$ cat config.mk
export PLATFORM = sky130hd
export DESIGN_NAME = uart_thr_irq_top
export DESIGN_NICKNAME = d
export VERILOG_FILES = /design/src/rtl/uart_thr_pkg.sv /design/src/rtl/uart_byte_fifo.sv /design/src/rtl/uart_thr_cfg.sv /design/src/rtl/uart_thr_irq.sv /design/src/rtl/uart_thr_irq_top.sv
export SDC_FILE = /design/constraint.sdc
export NUM_CORES = 1
export LEC_CHECK = 0
export BUFFER_PORTS_ARGS = -buffer_cell sky130_fd_sc_hd__buf_2
export CAP_MARGIN = 10
export CORE_MARGIN = 5
export CORE_UTILIZATION = 40
export CTS_CLUSTER_DIAMETER = 150
export DETAILED_ROUTE_END_ITERATION = 7
export PLACE_DENSITY = 0.53
export REMOVE_ABC_BUFFERS = 1
export SETUP_SLACK_MARGIN = 0.1
export SYNTH_ARGS = -nofsm -noshare
export SYNTH_HDL_FRONTEND = slang
export SYNTH_HIERARCHICAL = 1
export SYNTH_SLANG_ARGS = --single-unit
$ cat constraint.sdc
create_clock -name clk -period 9.9 [get_ports clk]
set_clock_uncertainty 0.05 [all_clocks]
set_input_delay 0.495 -clock clk [delete_from_list [all_inputs] [get_ports clk]]
set_output_delay 0.495 -clock clk [all_outputs]
set_load 0.02 [all_outputs]
$ cat src/rtl/uart_thr_pkg.sv
package uart_thr_pkg;
    parameter int FIFO_DEPTH = 64;
    localparam int LVL_W = $clog2(FIFO_DEPTH + 1);

    typedef logic [LVL_W-1:0] lvl_t;

    typedef struct packed {
        logic       fifo_en;
        logic       rx_ie;
        logic       tx_ie;
        logic       flow_en;
        logic [1:0] rx_coarse;
        logic [1:0] tx_coarse;
        logic [3:0] rx_fine;
        logic [3:0] tx_fine;
        logic [3:0] halt_thr;
    } cfg_t;

    localparam cfg_t CFG_RST = '{
        fifo_en: 1'b0, rx_ie: 1'b0, tx_ie: 1'b0, flow_en: 1'b0,
        rx_coarse: 2'd0, tx_coarse: 2'd0,
        rx_fine: 4'd0, tx_fine: 4'd0, halt_thr: 4'hF
    };

    // Fine field (x4) wins when nonzero; otherwise coarse code picks a level.
    function automatic lvl_t trig_level(input logic [3:0] fine, input logic [1:0] coarse);
        lvl_t r;
        r = lvl_t'(60);
        if (fine != 4'd0) begin
            r = lvl_t'({fine, 2'b00});
        end else begin
            case (coarse)
                2'd0: r = lvl_t'(8);
                2'd1: r = lvl_t'(16);
                2'd2: r = lvl_t'(56);
                2'd3: r = lvl_t'(60);
            endcase
        end
        return r;
    endfunction

    function automatic lvl_t halt_level(input logic [3:0] thr);
        return lvl_t'({thr, 2'b00});
    endfunction
endpackage

$ cat src/rtl/uart_byte_fifo.sv
module uart_byte_fifo
    import uart_thr_pkg::*;
#(
    parameter int DW    = 8,
    parameter int DEPTH = FIFO_DEPTH
) (
    input  logic          clk,
    input  logic          rst,
    input  logic          flush,
    input  logic          push,
    input  logic [DW-1:0] din,
    input  logic          pop,
    output logic [DW-1:0] dout,
    output lvl_t          level,
    output logic          ovr
);
    localparam int AW = (DEPTH > 1) ? $clog2(DEPTH) : 1;

    logic [DW-1:0] mem [DEPTH];
    logic [AW-1:0] wr_ptr, rd_ptr;
    logic          full, empty, do_push, do_pop;

    assign full    = (level == lvl_t'(DEPTH));
    assign empty   = (level == '0);
    assign do_push = push & ~full & ~flush;
    assign do_pop  = pop & ~empty & ~flush;

    function automatic logic [AW-1:0] ptr_inc(input logic [AW-1:0] p);
        return (p == AW'(DEPTH - 1)) ? '0 : p + 1'b1;
    endfunction

    always_ff @(posedge clk) begin
        if (do_push) mem[wr_ptr] <= din;
    end

    always_ff @(posedge clk) begin
        if (rst) begin
            dout <= '0;
        end else if (do_pop) begin
            dout <= mem[rd_ptr];
        end
    end

    always_ff @(posedge clk) begin
        if (rst || flush) begin
            wr_ptr <= '0;
            rd_ptr <= '0;
            level  <= '0;
            ovr    <= 1'b0;
        end else begin
            if (do_push) wr_ptr <= ptr_inc(wr_ptr);
            if (do_pop)  rd_ptr <= ptr_inc(rd_ptr);
            case ({do_push, do_pop})
                2'b10:   level <= level + 1'b1;
                2'b01:   level <= level - 1'b1;
                default: level <= level;
            endcase
            if (push && full) ovr <= 1'b1;
        end
    end

    assert_full_drop_R5: assert property (@(posedge clk) disable iff (rst)
        (push && full && !pop && !flush) |=> (level == $past(level)) && ovr);
    assert_level_bound_R5: assert property (@(posedge clk) disable iff (rst)
        level <= lvl_t'(DEPTH));
    assert_empty_pop_R6: assert property (@(posedge clk) disable iff (rst)
        (pop && empty && !push && !flush) |=> ($stable(dout) && level == '0));
    assert_flush_clears_R9: assert property (@(posedge clk) disable iff (rst)
        flush |=> (level == '0 && !ovr));
endmodule

$ cat src/rtl/uart_thr_cfg.sv
module uart_thr_cfg
    import uart_thr_pkg::*;
(
    input  logic clk,
    input  logic rst,
    input  logic we,
    input  cfg_t wr_cfg,
    output cfg_t cfg_q,
    output logic apply,
    output lvl_t rx_trig,
    output lvl_t tx_trig,
    output lvl_t halt_lvl,
    output logic cfg_err
);
    logic bad;

    // Screen: halt threshold may not sit below the RX trigger with flow + RX irq on
    assign bad   = wr_cfg.flow_en & wr_cfg.rx_ie &
                   (halt_level(wr_cfg.halt_thr) < trig_level(wr_cfg.rx_fine, wr_cfg.rx_coarse));
    assign apply = we & ~bad;

    always_ff @(posedge clk) begin
        if (rst) begin
            cfg_q   <= CFG_RST;
            cfg_err <= 1'b0;
        end else if (we) begin
            cfg_err <= bad;
            if (!bad) cfg_q <= wr_cfg;
        end
    end

    assign rx_trig  = trig_level(cfg_q.rx_fine, cfg_q.rx_coarse);
    assign tx_trig  = trig_level(cfg_q.tx_fine, cfg_q.tx_coarse);
    assign halt_lvl = halt_level(cfg_q.halt_thr);

    assert_halt_order_R7: assert property (@(posedge clk) disable iff (rst)
        (cfg_q.flow_en && cfg_q.rx_ie) |-> (halt_lvl >= rx_trig));
    assert_reject_keeps_R7: assert property (@(posedge clk) disable iff (rst)
        (we && bad) |=> ($stable(cfg_q) && cfg_err));
endmodule

$ cat src/rtl/uart_thr_irq.sv
module uart_thr_irq
    import uart_thr_pkg::*;
(
    input  logic clk,
    input  logic rst,
    input  logic flush,
    input  logic fifo_en,
    input  logic rx_ie,
    input  logic tx_ie,
    input  logic flow_en,
    input  lvl_t rx_trig,
    input  lvl_t tx_trig,
    input  lvl_t halt_lvl,
    input  lvl_t rx_level,
    input  lvl_t tx_level,
    output logic rx_irq,
    output logic tx_irq,
    output logic halt
);
    logic               tx_arm_q;
    logic [LVL_W:0]     rx_lvl_plus;

    assign rx_lvl_plus = {1'b0, rx_level} + (LVL_W+1)'(4);

    // TX: rearm below trigger, disarm above it, hold at equality
    always_ff @(posedge clk) begin
        if (rst || flush) begin
            tx_arm_q <= 1'b1;
        end else if (tx_level < tx_trig) begin
            tx_arm_q <= 1'b1;
        end else if (tx_level > tx_trig) begin
            tx_arm_q <= 1'b0;
        end
    end

    // Halt with 4-byte release hysteresis
    always_ff @(posedge clk) begin
        if (rst || !(fifo_en && flow_en)) begin
            halt <= 1'b0;
        end else if (rx_level >= halt_lvl) begin
            halt <= 1'b1;
        end else if (rx_lvl_plus < {1'b0, halt_lvl}) begin
            halt <= 1'b0;
        end
    end

    assign rx_irq = fifo_en & rx_ie & (rx_level >= rx_trig);
    assign tx_irq = fifo_en & tx_ie & tx_arm_q;

    assert_tx_empty_arms_R4: assert property (@(posedge clk) disable iff (rst)
        (tx_level == '0) |=> tx_arm_q);
    assert_tx_over_disarms_R4: assert property (@(posedge clk) disable iff (rst)
        (tx_level > tx_trig && !flush) |=> !tx_arm_q);
    assert_halt_rise_R8: assert property (@(posedge clk) disable iff (rst)
        $rose(halt) |-> ($past(rx_level) >= $past(halt_lvl)));
    assert_halt_fall_R8: assert property (@(posedge clk) disable iff (rst)
        ($fell(halt) && $past(fifo_en && flow_en)) |->
        (({1'b0, $past(rx_level)} + (LVL_W+1)'(4)) < {1'b0, $past(halt_lvl)}));
endmodule

$ cat src/rtl/uart_thr_irq_top.sv
module uart_thr_irq_top
    import uart_thr_pkg::*;
#(
    parameter int DW = 8
) (
    input  logic          clk,
    input  logic          rst,
    input  logic          cfg_we,
    input  logic          cfg_fifo_en,
    input  logic          cfg_rx_ie,
    input  logic          cfg_tx_ie,
    input  logic          cfg_flow_en,
    input  logic [1:0]    cfg_rx_coarse,
    input  logic [1:0]    cfg_tx_coarse,
    input  logic [3:0]    cfg_rx_fine,
    input  logic [3:0]    cfg_tx_fine,
    input  logic [3:0]    cfg_halt_thr,
    input  logic          rx_push,
    input  logic [DW-1:0] rx_din,
    input  logic          rx_pop,
    output logic [DW-1:0] rx_dout,
    input  logic          tx_push,
    input  logic [DW-1:0] tx_din,
    input  logic          tx_pop,
    output logic [DW-1:0] tx_dout,
    output logic [LVL_W-1:0] rx_level,
    output logic [LVL_W-1:0] tx_level,
    output logic          rx_irq,
    output logic          tx_irq,
    output logic          rts_halt,
    output logic          rx_overrun,
    output logic          tx_overrun,
    output logic          cfg_err
);
    cfg_t wr_cfg, cfg_q;
    logic apply, flush;
    lvl_t rx_trig, tx_trig, halt_lvl;

    assign wr_cfg = '{
        fifo_en: cfg_fifo_en, rx_ie: cfg_rx_ie, tx_ie: cfg_tx_ie, flow_en: cfg_flow_en,
        rx_coarse: cfg_rx_coarse, tx_coarse: cfg_tx_coarse,
        rx_fine: cfg_rx_fine, tx_fine: cfg_tx_fine, halt_thr: cfg_halt_thr
    };

    // Queues held empty while disabled; emptied on the edge that disables them
    assign flush = ~cfg_q.fifo_en | (apply & ~cfg_fifo_en);

    uart_thr_cfg u_cfg (
        .clk(clk), .rst(rst), .we(cfg_we), .wr_cfg(wr_cfg), .cfg_q(cfg_q),
        .apply(apply), .rx_trig(rx_trig), .tx_trig(tx_trig),
        .halt_lvl(halt_lvl), .cfg_err(cfg_err)
    );

    uart_byte_fifo #(.DW(DW), .DEPTH(FIFO_DEPTH)) u_rx_q (
        .clk(clk), .rst(rst), .flush(flush), .push(rx_push), .din(rx_din),
        .pop(rx_pop), .dout(rx_dout), .level(rx_level), .ovr(rx_overrun)
    );

    uart_byte_fifo #(.DW(DW), .DEPTH(FIFO_DEPTH)) u_tx_q (
        .clk(clk), .rst(rst), .flush(flush), .push(tx_push), .din(tx_din),
        .pop(tx_pop), .dout(tx_dout), .level(tx_level), .ovr(tx_overrun)
    );

    uart_thr_irq u_irq (
        .clk(clk), .rst(rst), .flush(flush),
        .fifo_en(cfg_q.fifo_en), .rx_ie(cfg_q.rx_ie), .tx_ie(cfg_q.tx_ie),
        .flow_en(cfg_q.flow_en), .rx_trig(rx_trig), .tx_trig(tx_trig),
        .halt_lvl(halt_lvl), .rx_level(rx_level), .tx_level(tx_level),
        .rx_irq(rx_irq), .tx_irq(tx_irq), .halt(rts_halt)
    );

    assert_gate_R10: assert property (@(posedge clk) disable iff (rst)
        $past(apply && !cfg_fifo_en) |-> (!rx_irq && !tx_irq && rx_level == '0 && tx_level == '0));
endmodule

=== Word level (Yosys, flattened, before mapping) ===
Memory sizes are Yosys's and may differ from the RTL's. A register that Yosys moved wholly into a read port is not among the register bits.
Index checks and enable logic that the tools add are counted.

* Register bits: 63
* RAM bits: 1024
* Output and inout bits: 36
* Logic and storage cells: 118
* Memories: 2

* $add $sub $neg: 9
* Order comparisons: 6
* Eq/ne operators: 19
* Multiplexer cells: 18
* Bitwise gates (word level): 25
* Reductions and logical operators: 19

{| class="wikitable"
|+ Memories
! memory !! depth !! bits a word !! read ports !! clocked after Yosys merged registers in !! write ports !! RTL line !! RTL
|-
| u_rx_q.mem || 64 || 8 || 1 || 1 || 1 || uart_byte_fifo.sv:19 || <nowiki>logic [DW-1:0] mem [DEPTH];</nowiki>
|-
| u_tx_q.mem || 64 || 8 || 1 || 1 || 1 || uart_byte_fifo.sv:19 ||
|}

{| class="wikitable"
|+ Operator list
! kind !! count
|-
| $pmux W7 S4 || 3
|-
| $pmux W7 S2 || 2
|-
| $add A6 B1 Y6 const B || 4
|-
| $eq A6 B6 Y1 const B || 4
|-
| $mux W6 || 4
|-
| $mux W7 || 3
|-
| $and A1 B1 Y1 || 16
|-
| $eq A2 B2 Y1 const B || 8
|-
| $add A7 B1 Y7 const B || 2
|-
| $eq A7 B7 Y1 const B || 2
|-
| $logic_not A7 Y1 || 2
|-
| $sub A7 B1 Y7 const B || 2
|-
| $reduce_bool A4 Y1 || 3
|-
| $eq A2 B1 Y1 const B || 5
|-
| $add A7 B3 Y8 const B || 1
|-
| $lt A8 B6 Y1 || 1
|-
| $not A1 Y1 || 8
|-
| $ge A7 B6 Y1 || 1
|-
| $ge A7 B7 Y1 || 1
|-
| $gt A7 B7 Y1 || 1
|-
| $lt A6 B7 Y1 || 1
|-
| $lt A7 B7 Y1 || 1
|-
| $logic_not A2 Y1 || 3
|-
| $mux W1 || 6
|-
| other kinds (7) || 12
|}

=== Depth between registers and ports, before layout ===
* Depth after elaboration: 13
* Mapped depth: 22

=== Cells and area by module ===
Netlist, hierarchy kept.

{| class="wikitable"
|+ Modules (own cells, without submodules)
! module !! instances !! cells an instance !! area each (µm²)
|-
| uart_byte_fifo (u_rx_q) || 1 || 1214 || 21445.6
|-
| uart_byte_fifo (u_tx_q) || 1 || 1212 || 21420.5
|-
| uart_thr_cfg || 1 || 146 || 1291.2
|-
| uart_thr_irq || 1 || 97 || 753.2
|-
| uart_thr_irq_top || 1 || 2 || 12.5
|}

=== Worst setup path after synthesis ===
OpenSTA, ideal clock, no wires.

* Kind: in2reg
* Start: input port cfg_rx_fine[3]
* End: register u_rx_q.level[6]
* Library setup time: 0.070 ns
* Arrival time: 4.553 ns
* Required time: 9.780 ns
* Slack: 5.228 ns
* Stages on the path: 20
* Cells stage by stage: nor4_1 > nor2_1 > ha_1 > o2111ai_1 > a21oi_1 > o41a_1 > buf_6 > buf_12 > inv_1 > o21ai_2 > a311oi_2 > buf_2 > ha_1 > ha_1 > nor2b_1 > o21ai_1 > a21boi_0 > or4_1 > a31o_2 > a21oi_1

* Word-level cells in the longest chain between the ends: 12

{| class="wikitable"
|+ Ends and longest elaborated chain
! what !! RTL line !! RTL
|-
| start: declaration || uart_thr_irq_top.sv:15 || <nowiki>input logic [3:0] cfg_rx_fine,</nowiki>
|-
| $reduce_bool A4 Y1 || uart_thr_pkg.sv:29 || <nowiki>if (fine != 4'd0) begin</nowiki>
|-
| $mux W7 * || uart_thr_pkg.sv:29 ||
|-
| $lt A6 B7 Y1 * || uart_thr_cfg.sv:19 || <nowiki>(halt_level(wr_cfg.halt_thr) < trig_level(wr_cfg.rx_fine, wr_cfg.rx_coarse));</nowiki>
|-
| $and A1 B1 Y1 * || uart_thr_cfg.sv:18 || <nowiki>assign bad = wr_cfg.flow_en & wr_cfg.rx_ie &</nowiki>
|-
| $not A1 Y1 (no line) * || - ||
|-
| $and A1 B1 Y1 * || uart_thr_cfg.sv:20 || <nowiki>assign apply = we & ~bad;</nowiki>
|-
| net apply || uart_thr_irq_top.sv:36 || <nowiki>logic apply, flush;</nowiki>
|-
| $and A1 B1 Y1 * || uart_thr_irq_top.sv:46 || <nowiki>assign flush = ~cfg_q.fifo_en | (apply & ~cfg_fifo_en);</nowiki>
|-
| $or A1 B1 Y1 * || uart_thr_irq_top.sv:46 ||
|-
| net flush || uart_thr_irq_top.sv:36 ||
|-
| $not A1 Y1 * || uart_byte_fifo.sv:26 || <nowiki>assign do_pop = pop & ~empty & ~flush;</nowiki>
|-
| $and A1 B1 Y1 * || uart_byte_fifo.sv:26 ||
|-
| net u_rx_q.do_pop || uart_byte_fifo.sv:21 || <nowiki>logic full, empty, do_push, do_pop;</nowiki>
|-
| $eq A2 B1 Y1 / $eq A2 B2 Y1 (equally long branches) || uart_byte_fifo.sv:53 || <nowiki>case ({do_push, do_pop})</nowiki>
|-
| $pmux W7 S2 / $reduce_bool A2 Y1 (equally long branches) || - ||
|-
| end signal: assignment || uart_byte_fifo.sv:54 || <nowiki>2'b10: level <= level + 1'b1;</nowiki>
|-
| end signal: assignment || uart_byte_fifo.sv:55 || <nowiki>2'b01: level <= level - 1'b1;</nowiki>
|-
| end signal: assignment || uart_byte_fifo.sv:56 || <nowiki>default: level <= level;</nowiki>
|-
| end: declaration || uart_byte_fifo.sv:14 || <nowiki>output lvl_t level,</nowiki>
|}

Mark *: on every way through the listed nets, which the timed path passes. The rest lies on a longest branch.
A chain may end at the register's enable or synchronous reset.

=== Final worst setup path ===
* Start: input port cfg_rx_fine[3]
* End: register u_tx_q.level[6]

* Word-level cells in the longest chain between the ends: 12

{| class="wikitable"
|+ Ends and longest elaborated chain
! what !! RTL line
|-
| $reduce_bool A4 Y1 || uart_thr_pkg.sv:29
|-
| $mux W7 * || uart_thr_pkg.sv:29
|-
| $lt A6 B7 Y1 * || uart_thr_cfg.sv:19
|-
| $and A1 B1 Y1 * || uart_thr_cfg.sv:18
|-
| $not A1 Y1 (no line) * || -
|-
| $and A1 B1 Y1 * || uart_thr_cfg.sv:20
|-
| net apply || uart_thr_irq_top.sv:36
|-
| $and A1 B1 Y1 * || uart_thr_irq_top.sv:46
|-
| $or A1 B1 Y1 * || uart_thr_irq_top.sv:46
|-
| net flush || uart_thr_irq_top.sv:36
|-
| $not A1 Y1 || uart_byte_fifo.sv:25, uart_byte_fifo.sv:26
|-
| $and A1 B1 Y1 (on tied branches) || uart_byte_fifo.sv:26, uart_byte_fifo.sv:25
|-
| $eq A2 B1 Y1 / $eq A2 B2 Y1 (equally long branches) || uart_byte_fifo.sv:53
|-
| $pmux W7 S2 / $reduce_bool A2 Y1 (equally long branches) || -
|-
| end signal: assignment || uart_byte_fifo.sv:54
|-
| end signal: assignment || uart_byte_fifo.sv:55
|-
| end signal: assignment || uart_byte_fifo.sv:56
|-
| end: declaration || uart_byte_fifo.sv:14
|}

Marked as above.

==> flow_summary.json <==
{
  "status": "finished, final reports clean",
  "path_common_cell": "ha_1",
  "final.setup.tns_ps": 0,
  "synth-xor-area-share_pct": 0.507,
  "rsz0062_at_grt": "no",
  "cp-end-kind": "flip-flop",
  "finish.instance_area_sq_um": 50600,
  "combPwrFrac_pct": 1.6,
  "cts_buffer_depth": 3,
  "vias_per_cell": 5.42,
  "mostFrequentLayoutCells": "edfxtp_1 (1024), mux2i_1 (279), nor2_1 (199), a22oi_1 (128), mux4_2 (128)",
  "io_pins": 79,
  "path_max_fanout": 9,
  "netlist_area_sq_um": 44900,
  "grt_use_total_pct": 17.0,
  "cp_num_buf_inv": 3,
  "place_inst": 4125,
  "path_depth": 19,
  "ys_seq_area_share_pct": 72.0,
  "cts_buffers": 112,
  "p_switching_mw": 1.87,
  "setup_viol": 0,
  "grt_max_degree": 141,
  "yosysUniqueCellTypes": 66,
  "route.met3.wl_um": 4800,
  "min_delay_path_depth": 3,
  "dr.pass1.iters": 5,
  "ant_nets": 0,
  "syn_avg_cell_area_sq_um": 16.8,
  "insertion_delay_ps": 680,
  "start_kind": "input port",
  "ys_ff_latch": 1103,
  "worstSetupPathType": "in2reg",
  "worstPathArrival_ps": 5040,
  "die_area_sq_um": 119000,
  "hold_viol_final": 0,
  "clockRootBuffer": "clkbuf_16",
  "slew_headroom_pct": 19.3,
  "die_h_um": 345,
  "reg2reg_from": "u_cfg/cfg_q[19]$_SDFFE_PP0P_",
  "drive_gt1_share_pct": 15.9,
  "final_common_cell": "edfxtp_1",
  "vdd_ir_drop_max_mv": 0.140,
  "clk_pin_slew_ps": 60,
  "p_sw_share_pct": 19.3,
  "crit_required_ps": 10440,
  "nets": 2832,
  "top_layer_used": "met4",
  "stdcell_count": 4335,
  "initial_core_util_pct": 40.1,
  "antenna_found_initial": 0,
  "synth_area_leaders": "edfxtp_1 (68%), mux4_2 (6.4%), mux2i_1 (6.2%), dfxtp_1 (3.5%), a22oi_1 (2.1%)",
  "worst_pin_slew_ps": 1210,
  "htree_levels": 3,
  "power_frac_clock_pct": 45.9,
  "wl_per_cell_um": 24.0,
  "cp_top_family": "compound AO/OA/AOI/OAI gates",
  "cts.repair.resized": 0,
  "die_w_um": 345,
  "port_buffers": 78,
  "core_sq_um": 112000,
  "finalWeightedCongestion": 0.861,
  "muxShareOfSynthArea_pct": 12.6,
  "drc": 0,
  "synth-simple-area-share_pct": 5.49,
  "synth-compound-area-share_pct": 5.04,
  "power_frac_seq_pct": 52.5,
  "p_int_mw": 7.85,
  "cts_tree": "yes",
  "met1Wirelength_um": 44500,
  "cpPeakStageDelay_ps": 640,
  "period_share_pct": 45.5,
  "synth-edff-count": 1024,
  "finalCriticalPeriod_ps": 4510,
  "grt_pass1_wl_um": 155000,
  "syn2layout_area_growth_pct": 12.6,
  "hp-class": "in2reg",
  "netlist_instances": 2671,
  "grt_pass1_vias": 24100,
  "synth_top_family_by_area": "multiplexers",
  "synth_flop_cell": "edfxtp_1",
  "vias": 23500,
  "path_cells": "buf_2 > nor4_1 > nor2_1 > ha_1 > o2111ai_1 > a21oi_1 > o41a_1 > inv_1 > o21ai_2 > a311oi_2 > inv_1 > ha_1 > ha_1 > nor2b_1 > o21ai_1 > a21boi_0 > or4_1 > a31o_2 > a21oi_1",
  "routed_wl_um": 104000,
  "synth_warnings": 6,
  "p_per_area_nw_per_um2": 192,
  "antenna_cells": 0,
  "synthAdderAreaFrac_pct": 1.37,
  "drtIter0Drc": 1867,
  "dpl.hpwl_um": 63700,
  "startpoint": "cfg_rx_fine[3]",
  "p_leak_nw": 15.5,
  "fmax_ghz": 0.222,
  "cap_violations": 0,
  "hp-start": "cfg_we",
  "synth_top_cell_by_area": "edfxtp_1",
  "cp_slowest_cell": "a311oi_2",
  "fillers": 9718,
  "synth_top_area_share_pct": 68.4,
  "r2r_cells": 11,
  "gr-total-overflow": 0,
  "ys_async_sr_fraction_pct": 0,
  "clock_sinks": 1103,
  "wl_met2_um": 50900,
  "dpl_cell_area_sq_um": 46600,
  "final_max_slew_viol_count": 0,
  "placementRows": 123
}
[sequential cells by signal, summed over array words and instances, names as in the netlist]
signal	count
u_rx_q/rd_ptr	6
u_irq/tx_arm_q	1
u_irq/halt	1
u_cfg/cfg_err	1
u_tx_q/level	7
u_rx_q/wr_ptr	6
u_rx_q/level	7
u_rx_q/dout	8
u_tx_q/ovr	1
u_tx_q/wr_ptr	6
u_cfg/cfg_q	20
u_rx_q/ovr	1
u_rx_q/mem	512
u_tx_q/mem	512
u_tx_q/dout	8
u_tx_q/rd_ptr	6
[power groups by stage]
stage	combinational, mW	clock, mW	sequential [mW]
finish	0.159	4.46	5.10
global route	0.175	4.77	5.10
CTS	0.163	4.56	5.10
detailed placement	0.162	0	5.20
global placement	0.158	0	5.20
floorplan	0.0443	0	5.20
[cell families (layout without fill, tap and decap cells)]
logic type | after synthesis | after routing
xor+xnor | 26 | 26
buf+inv | 274 | 430
compound gates | 325 | 325
simple gates | 487 | 487
mux | 407 | 407
flops | 1103 | 1103
fa+ha+maj | 48 | 48
other cells | 1 | 9
[final cells by class]
type	count	area [sq um]	area share (%)
clock buffers	136	3030	5.98
clock inverters	72	930	1.84
inverters	112	420	0.831
multi-input cells	1302	11300	22.3
flip-flops and latches	1103	32300	64.0
well taps	1500	1880	3.71
repair buffers	110	673	1.33
[repair_timing]
action                                 4_1_cts  5_1_grt
hold buffers                                 2        0
buffers inserted                             0        0
endpoints found under the hold margin        2        0
[metrics by stage]
step                      power, mW  utilization (%)  worst slack [ps]  hold slack (ps)
after global placement         5.36             41.6              4870              402
after detailed placement       5.36             41.6              4760              405
final                          9.72             45.1              5390             43.8
after CTS                      9.82             45.1              5460             1.25
after global routing           10.0             45.1              5080             25.0
after floorplan                5.24                -              2520              386
[worst register-to-register path: cells and delay by family (launching register included)]
kind / cells / cell delay, ps
buf+inv: 1 / 100
flops: 1 / 500
simple gates: 2 / 680
fa+ha+maj: 2 / 700
compound gates: 6 / 1660
[path summary, 6_finish.rpt]
check | to | slack (ps)
hold reg to reg | u_irq/halt$_SDFFE_PP0P_ | 400
setup / recovery | u_tx_q/level[6]$_SDFFE_PP0P_ | 5390
hold / removal | u_cfg/cfg_err$_SDFFE_PP0P_ | 40
setup reg to reg | u_tx_q/level[6]$_SDFFE_PP0P_ | 6150
[synth_stat cells (all sizes together), types with 46 or more instances]
cell and n:
a21oi 62, a22oi 128, buf 122, clkinv 57
dfxtp 79, edfxtp 1024, ha 46, inv 55
mux2i 279, mux4 128, nand3 87, nor2 201
nor2b 51
[per-layer routing]
layer | GRT usage [%] | up-vias
met1 | 22.9 | 12100
met2 | 28.5 | 657
met3 | 2.42 | 173
li1 | - | 10600
met5 | 0 | -
met4 | 6.07 | 0
Power figures use the tool's default switching activity.
